`config.mk`:
```
export PLATFORM = sky130hd
export DESIGN_NAME = rtc_calendar
export DESIGN_NICKNAME = d
export VERILOG_FILES = /design/src/rtl/rtc_cal_pkg.sv /design/src/rtl/rtc_commit_slot.sv /design/src/rtl/rtc_time_counter.sv /design/src/rtl/rtc_date_counter.sv /design/src/rtl/rtc_calendar.sv
export SDC_FILE = /design/constraint.sdc
export NUM_CORES = 1
export LEC_CHECK = 0
export ABC_AREA = 1
export BUFFER_PORTS_ARGS = -buffer_cell sky130_fd_sc_hd__buf_2
export CORE_UTILIZATION = 51
export DETAILED_ROUTE_END_ITERATION = 7
export PLACE_DENSITY = 0.76
export REMOVE_ABC_BUFFERS = 1
export SYNTH_ARGS = -nofsm -noshare
export SYNTH_HDL_FRONTEND = slang
export SYNTH_SLANG_ARGS = --single-unit
```
`constraint.sdc`:
```
create_clock -name clk -period 2 [get_ports clk]
set_input_delay 0.1 -clock clk [delete_from_list [all_inputs] [get_ports clk]]
set_output_delay 0.1 -clock clk [all_outputs]
set_load 0.01 [all_outputs]
```
`src/rtl/rtc_cal_pkg.sv`:
```
package rtc_cal_pkg;

    localparam logic [3:0] ADDR_CTRL = 4'h0;
    localparam logic [3:0] ADDR_DATE = 4'h4;
    localparam logic [3:0] ADDR_TIME = 4'h8;

    localparam int BUSY_TIME_BIT = 8;
    localparam int BUSY_DATE_BIT = 7;

    localparam int SEC_W  = 6;
    localparam int MIN_W  = 6;
    localparam int HOUR_W = 5;
    localparam int DAY_W  = 5;
    localparam int MON_W  = 4;

    typedef struct packed {
        logic [HOUR_W-1:0] hour;
        logic [MIN_W-1:0]  min;
        logic [SEC_W-1:0]  sec;
    } hms_t;

    localparam int HMS_W = $bits(hms_t);

    function automatic logic [31:0] pack_time(hms_t t);
        logic [31:0] w;
        w        = '0;
        w[5:0]   = t.sec;
        w[13:8]  = t.min;
        w[20:16] = t.hour;
        return w;
    endfunction

    function automatic hms_t unpack_time(logic [31:0] w);
        hms_t t;
        t.sec  = w[5:0];
        t.min  = w[13:8];
        t.hour = w[20:16];
        return t;
    endfunction

    function automatic logic [DAY_W-1:0] month_len(logic [MON_W-1:0] m, logic leap);
        logic [DAY_W-1:0] n;
        case (m)
            4'd2:                      n = leap ? 5'd29 : 5'd28;
            4'd4, 4'd6, 4'd9, 4'd11:   n = 5'd30;
            default:                   n = 5'd31;
        endcase
        return n;
    endfunction

endpackage

```
`src/rtl/rtc_commit_slot.sv`:
```
module rtc_commit_slot #(
    parameter int W   = 17,
    parameter int DLY = 4
) (
    input  logic         clk,
    input  logic         rst,
    input  logic         wr,
    input  logic [W-1:0] wdata,
    output logic         busy,
    output logic         load,
    output logic [W-1:0] ldata
);
    localparam int CNT_W = $clog2(DLY + 1);
    localparam logic [CNT_W-1:0] CNT_INIT = CNT_W'(DLY);

    logic [CNT_W-1:0] cnt;

    always_ff @(posedge clk) begin
        if (rst) begin
            busy  <= 1'b0;
            cnt   <= '0;
            ldata <= '0;
        end else if (wr) begin
            busy  <= 1'b1;
            cnt   <= CNT_INIT;
            ldata <= wdata;
        end else if (busy) begin
            if (cnt == CNT_W'(1)) busy <= 1'b0;
            else                  cnt  <= cnt - 1'b1;
        end
    end

    assign load = busy && (cnt == CNT_W'(1)) && !wr;

    AST_WRITE_SETS_BUSY: assert property (@(posedge clk) disable iff (rst)
        wr |=> busy);
    AST_LOAD_ENDS_BUSY: assert property (@(posedge clk) disable iff (rst)
        load |=> !busy);
    AST_REWRITE_NO_LOAD: assert property (@(posedge clk) disable iff (rst)
        wr |=> !load || (DLY == 1));

endmodule

```
`src/rtl/rtc_time_counter.sv`:
```
module rtc_time_counter
    import rtc_cal_pkg::*;
(
    input  logic clk,
    input  logic rst,
    input  logic tick,
    input  logic hold,
    input  logic load,
    input  hms_t ldata,
    output hms_t hms,
    output logic day_carry
);
    hms_t nxt;
    logic sec_wrap, min_wrap, hour_wrap, adv;

    assign adv       = tick && !hold && !load;
    assign sec_wrap  = hms.sec  >= SEC_W'(59);
    assign min_wrap  = hms.min  >= MIN_W'(59);
    assign hour_wrap = hms.hour >= HOUR_W'(23);

    always_comb begin
        nxt = hms;
        if (!sec_wrap) begin
            nxt.sec = hms.sec + 1'b1;
        end else begin
            nxt.sec = '0;
            if (!min_wrap) begin
                nxt.min = hms.min + 1'b1;
            end else begin
                nxt.min  = '0;
                nxt.hour = hour_wrap ? '0 : hms.hour + 1'b1;
            end
        end
    end

    assign day_carry = adv && sec_wrap && min_wrap && hour_wrap;

    always_ff @(posedge clk) begin
        if (rst)       hms <= '0;
        else if (load) hms <= ldata;
        else if (adv)  hms <= nxt;
    end

    AST_TIME_HOLD: assert property (@(posedge clk) disable iff (rst)
        (hold && !load) |=> $stable(hms));
    AST_SEC_WRAP: assert property (@(posedge clk) disable iff (rst)
        (tick && !hold && !load && hms.sec == 6'd59) |=> (hms.sec == 6'd0));
    AST_TIME_LOAD_EXACT: assert property (@(posedge clk) disable iff (rst)
        load |=> (hms == $past(ldata)));

endmodule

```
`src/rtl/rtc_date_counter.sv`:
```
module rtc_date_counter
    import rtc_cal_pkg::*;
#(
    parameter int YEAR_W = 8,
    localparam int DW    = 1 + YEAR_W + MON_W + DAY_W
) (
    input  logic          clk,
    input  logic          rst,
    input  logic          carry,
    input  logic          hold,
    input  logic          load,
    input  logic [DW-1:0] ldata,
    output logic [DW-1:0] date_q
);
    logic              leap;
    logic [YEAR_W-1:0] year;
    logic [MON_W-1:0]  month;
    logic [DAY_W-1:0]  day;
    logic [DW-1:0]     nxt;
    logic              adv;

    assign {leap, year, month, day} = date_q;
    assign adv = carry && !hold && !load;

    always_comb begin
        if (day < month_len(month, leap)) begin
            nxt = {leap, year, month, day + 1'b1};
        end else if (month < MON_W'(12)) begin
            nxt = {leap, year, month + 1'b1, DAY_W'(1)};
        end else begin
            nxt = {leap, year + 1'b1, MON_W'(1), DAY_W'(1)};
        end
    end

    always_ff @(posedge clk) begin
        if (rst)       date_q <= {1'b0, {YEAR_W{1'b0}}, MON_W'(1), DAY_W'(1)};
        else if (load) date_q <= ldata;
        else if (adv)  date_q <= nxt;
    end

    AST_DATE_HOLD: assert property (@(posedge clk) disable iff (rst)
        (hold && !load) |=> $stable(date_q));
    AST_YEAR_ROLL: assert property (@(posedge clk) disable iff (rst)
        (adv && month == 4'd12 && day >= 5'd31) |=>
            (month == 4'd1 && day == 5'd1 && year == YEAR_W'($past(year) + 1'b1)));
    AST_LEAP_KEPT: assert property (@(posedge clk) disable iff (rst)
        (!load) |=> $stable(leap));

endmodule

```
`src/rtl/rtc_calendar.sv`:
```
module rtc_calendar
    import rtc_cal_pkg::*;
#(
    parameter int ADDR_W    = 4,
    parameter int YEAR_W    = 8,
    parameter int COMMIT_DLY = 4
) (
    input  logic              clk,
    input  logic              rst,
    input  logic              tick,
    input  logic              reg_wr,
    input  logic [ADDR_W-1:0] reg_addr,
    input  logic [31:0]       reg_wdata,
    output logic [31:0]       reg_rdata
);
    localparam int LEAP_POS = 16 + YEAR_W;
    localparam int DW       = 1 + YEAR_W + MON_W + DAY_W;

    logic wr_time, wr_date;
    logic time_busy, time_load, date_busy, date_load, day_carry;
    hms_t time_pend, time_cur;
    logic [DW-1:0] date_wr, date_pend, date_cur;
    logic unused_wbits;

    assign wr_time = reg_wr && (reg_addr == ADDR_W'(ADDR_TIME));
    assign wr_date = reg_wr && (reg_addr == ADDR_W'(ADDR_DATE));
    assign date_wr = {reg_wdata[LEAP_POS], reg_wdata[16 +: YEAR_W],
                      reg_wdata[11:8], reg_wdata[4:0]};
    assign unused_wbits = ^{reg_wdata[31:LEAP_POS+1], reg_wdata[15:14], reg_wdata[7:6]};

    rtc_commit_slot #(.W(HMS_W), .DLY(COMMIT_DLY)) i_time_slot (
        .clk(clk), .rst(rst), .wr(wr_time), .wdata(unpack_time(reg_wdata)),
        .busy(time_busy), .load(time_load), .ldata(time_pend));

    rtc_commit_slot #(.W(DW), .DLY(COMMIT_DLY)) i_date_slot (
        .clk(clk), .rst(rst), .wr(wr_date), .wdata(date_wr),
        .busy(date_busy), .load(date_load), .ldata(date_pend));

    rtc_time_counter i_time (
        .clk(clk), .rst(rst), .tick(tick), .hold(time_busy), .load(time_load),
        .ldata(time_pend), .hms(time_cur), .day_carry(day_carry));

    rtc_date_counter #(.YEAR_W(YEAR_W)) i_date (
        .clk(clk), .rst(rst), .carry(day_carry), .hold(date_busy), .load(date_load),
        .ldata(date_pend), .date_q(date_cur));

    always_comb begin
        reg_rdata = '0;
        if (reg_addr == ADDR_W'(ADDR_CTRL)) begin
            reg_rdata[BUSY_TIME_BIT] = time_busy;
            reg_rdata[BUSY_DATE_BIT] = date_busy;
        end else if (reg_addr == ADDR_W'(ADDR_TIME)) begin
            reg_rdata = pack_time(time_cur);
        end else if (reg_addr == ADDR_W'(ADDR_DATE)) begin
            reg_rdata[4:0]           = date_cur[DAY_W-1:0];
            reg_rdata[11:8]          = date_cur[DAY_W +: MON_W];
            reg_rdata[16 +: YEAR_W]  = date_cur[DAY_W+MON_W +: YEAR_W];
            reg_rdata[LEAP_POS]      = date_cur[DW-1];
        end
    end

    AST_CTRL_ONLY_BUSY: assert property (@(posedge clk) disable iff (rst)
        (reg_addr == ADDR_W'(ADDR_CTRL)) |->
            ((reg_rdata & ~32'h0000_0180) == 32'h0));
    AST_DATE_PAD_ZERO: assert property (@(posedge clk) disable iff (rst)
        (reg_addr == ADDR_W'(ADDR_DATE)) |->
            (reg_rdata[15:12] == 4'h0 && reg_rdata[7:5] == 3'h0));

endmodule

```
==> reports/qor.yml <==
status:
  outcome: "completed"
sta:
  setup_viol: 0
  slew_violations: 0
  fmax_mhz: 510.9
  period_needed_ns: 1.957
  slew_headroom_pct: 61.61
  finalCritPeriodShare_pct: 97.87
  hold_viol: 0
  tightest_slew_ns: 0.5752
  finalClockSkew_ns: 0.01059
  rsz0062_at_grt: "yes"
power_and_ir_drop:
  leakagePower_nw: 2.318
  clock_power_share_pct: 42.4
  ir_worst_vdd_v: 0.0003862
  pwr-share-comb_pct: 5.8
  p_sw_share_pct: 22.98
  seqPwrFrac_pct: 51.8
  intPower_mw: 2.353
  powerDensity_nw_per_um2: 609.9
  p_sw_mw: 0.7023
worst_setup_path:
  endpoint_kind: "flip-flop"
  crit_path_cell_trace: "inv_2 -> ha_4 -> nor3b_4 -> ha_1 -> nand3_1 -> nor2_1 -> nand2_2 -> nand3_4 -> nand3_4 -> nand2_2 -> nand2_1 -> nor2_1"
  critPathKind: "reg2reg"
  slowest_delay_ns: 0.35
  arrival_ns: 2.25
  r2r_cells: 12
  start_kind: "flip-flop"
  cp_max_fo: 8
  worst_ep_required_time_ns: 2.29
  cp_slowest_cell: "dfxtp_2"
min_path:
  hold_depth: 3
  hold_path.class: "in2reg"
global_routing:
  grt_max_degree: 41
  grt_first_pass_wirelength_um: 17370
  grt_remaining_overflow: 0
  grt_use_total_pct: 25.28
  antenna_found_initial: 0
  grt_pass1_vias: 3775
drt:
  drt_wl_total_um: 11180
  routedWlPerCell_um: 13.57
  via_count: 4267
  dr.pass1.iters: 5
  postRouteAntennaNets: 0
  drc_errors: 0
  avgViaCountPerCell: 5.178
  drtIter0Drc: 212
yosys:
  yosys_warnings: 0
  synth_cells: 659
  syn_area_um2: 4338
  synth-seq-area-share_pct: 36.00
  synth_cell_types: 37
  ys_ff_latch: 78
  post_synth.cell_area_avg_um2: 6.583
finish:
  layout_commonest_cell: "nand2_1"
  fill_cells: 778
  layout-drive-gt1-share_pct: 15.58
  regArea_um2: 1564
  syn_to_final_growth_pct: 15.49
  layout_common_cells: "nand2_1 (188), nor2_1 (77), dfxtp_1 (76)"
  antenna_cells: 0
  final_area_um2: 5010
  stdcell_count: 824
  multi_input_area_um2: 2397
  final_nets: 770
job:
  maxCapViolCount: 0
place:
  globalplace.congestion: 0.9128
  place_area_um2: 4647
  portBuffers: 50
  dp_hpwl_um: 7543
  dp_cells: 802
floorplanning:
  placementRows: 33
  die_h_um: 94.23
  coreArea_um2: 8217
  io_pins: 72
  start_util_pct: 52.79
  dieWidth_um: 94.23
  die-area_um2: 8878
clock_tree:
  cts_max_path_buffers: 2
  cts_max_level: 3
  clk_pin_slew_ns: 0.08
  cts_tree: "built"
  cts_sinks: 78
  cts_buffers: 9
  root_buffer: "clkbuf_8"
  worstSkewPairLatency_ns: 0.35
[worst paths after layout]
path | slack (ns) | start | to
setup / recovery | 0.04 | i_date.date_q[5] | i_date.date_q[13]
hold / removal | 0.01 | reg_wdata[20] | i_time_slot.ldata[16]
setup reg to reg | 0.04 | i_date.date_q[5] | i_date.date_q[13]
hold reg to reg | 0.45 | i_time_slot.ldata[8] | i_time_slot.ldata[8]
[cells in the mapped netlist]
cell type  count  area [um2]
o21ai_0       37       185.2
nand2_1      192       720.7
xor2_1        10       87.58
clkbuf_1      15       56.30
o22ai_1        8       50.05
nor2_1        78       292.8
ha_1          14       175.2
or2_2          1       6.260
inv_1         74       277.8
clkbuf_2       1       5.000
nor3_1         5       25.02
buf_6          4       45.04
o31ai_1        2       15.01
nand3b_1       2       15.01
nor2_2         2       12.51
nor2_4         2       22.52
nor3b_1        1       7.510
a21oi_1       54       270.3
inv_4          1       6.260
a31oi_1        3       18.77
nand3_1       27       135.1
and3_1         2       12.51
buf_4         11       82.58
nand2_4        4       45.04
a211oi_1       3       22.52
nand3_2        3       30.03
nand4_1        4       25.02
o21ai_1        4       20.02
o221ai_1       1       8.760
nor2_8         1       20.02
a22oi_1        2       15.01
dfxtp_1       78        1562
conb_1         1       3.750
nand2_2        5       31.28
buf_2          3       15.01
clkinv_1       1       3.750
inv_2          3       11.26
[metrics by stage]
stage	power (mW)	setup TNS (ns)	hold WS, ns	utilization [%]	setup WS (ns)
after floorplan	1.702	0	0.1691	-	0.1050
after global placement	1.781	0	0.3502	56.56	0.03650
after detailed placement	1.785	-0.3599	0.3573	56.56	-0.05147
after CTS	3.066	0	0.0002308	59.84	0.01273
after global routing	3.164	-1.229	0.01733	60.97	-0.1480
final	3.056	0	0.01459	60.97	0.04254
[power by group through the flow]
| stage | Sequential [mW] | Clock [mW] | Combinational [mW] |
|---|---|---|---|
| 4_1_cts | 1.58 | 1.31 | 0.175 |
| 5_1_grt | 1.59 | 1.38 | 0.196 |
| 3_5_place_dp | 1.62 | 0 | 0.166 |
| 2_1_floorplan | 1.62 | 0 | 0.0859 |
| 6_report | 1.58 | 1.30 | 0.177 |
| 3_3_place_gp | 1.62 | 0 | 0.163 |
[state kept, by name (all words and copies together), names as in the netlist]
signal,cells
i_date.date_q,18
i_date_slot.ldata,18
i_time.hms,17
i_time_slot.ldata,17
i_date_slot.cnt,3
i_time_slot.cnt,3
i_date_slot.busy,1
i_time_slot.busy,1
[critical path, delay by kind of cell, from the launching register on]
| family | cells | cell delay, ns |
|---|---|---|
| fa+ha+maj | 2 | 0.45 |
| buf+inv | 1 | 0.05 |
| flops | 1 | 0.35 |
| simple gates | 9 | 1.05 |
[metal layers]
| metal | wire length [um] | part of all wire (%) | GRT usage (%) | vias to the layer above |
|---|---|---|---|---|
| met5 | 0 | 0 | 0 | - |
| met4 | 337 | 3.0 | 10.26 | 0 |
| met3 | 601 | 5.4 | 4.045 | 31 |
| met2 | 5383 | 48 | 43.00 | 147 |
| met1 | 4856 | 43 | 31.53 | 1905 |
| li1 | - | - | - | 2184 |
[cell type report]
class                   instances  area share [%]
multi-input cells             479           47.85
flip-flops and latches         78           31.22
repair buffers                 69           8.092
inverters                      79           6.019
clock buffers                  10           2.747
well taps                     105           2.622
clock inverters                 4           1.449
[what timing repair did]
item                                    CTS  global route
resized for setup                         2            17
hold endpoints to repair                  5             0
gates cloned                              0             2
pin swaps                                 0            10
hold buffers                              5             0
buffers inserted                          0             1
endpoints found under the setup margin   11            18
[kinds of logic (layout without fill, tap and decap cells)]
kind of cell,Yosys count,after routing,synth area share (%)
flip-flops,78,78,36.00
adder cells (fa/ha/maj),14,14,4.038
AND/OR/NAND/NOR,329,331,32.30
other,1,10,0.08645
AO/OA/AOI/OAI,114,114,13.96
XOR/XNOR,10,10,2.019
buffers and inverters,113,162,11.59
Power figures use the tool's default switching activity.
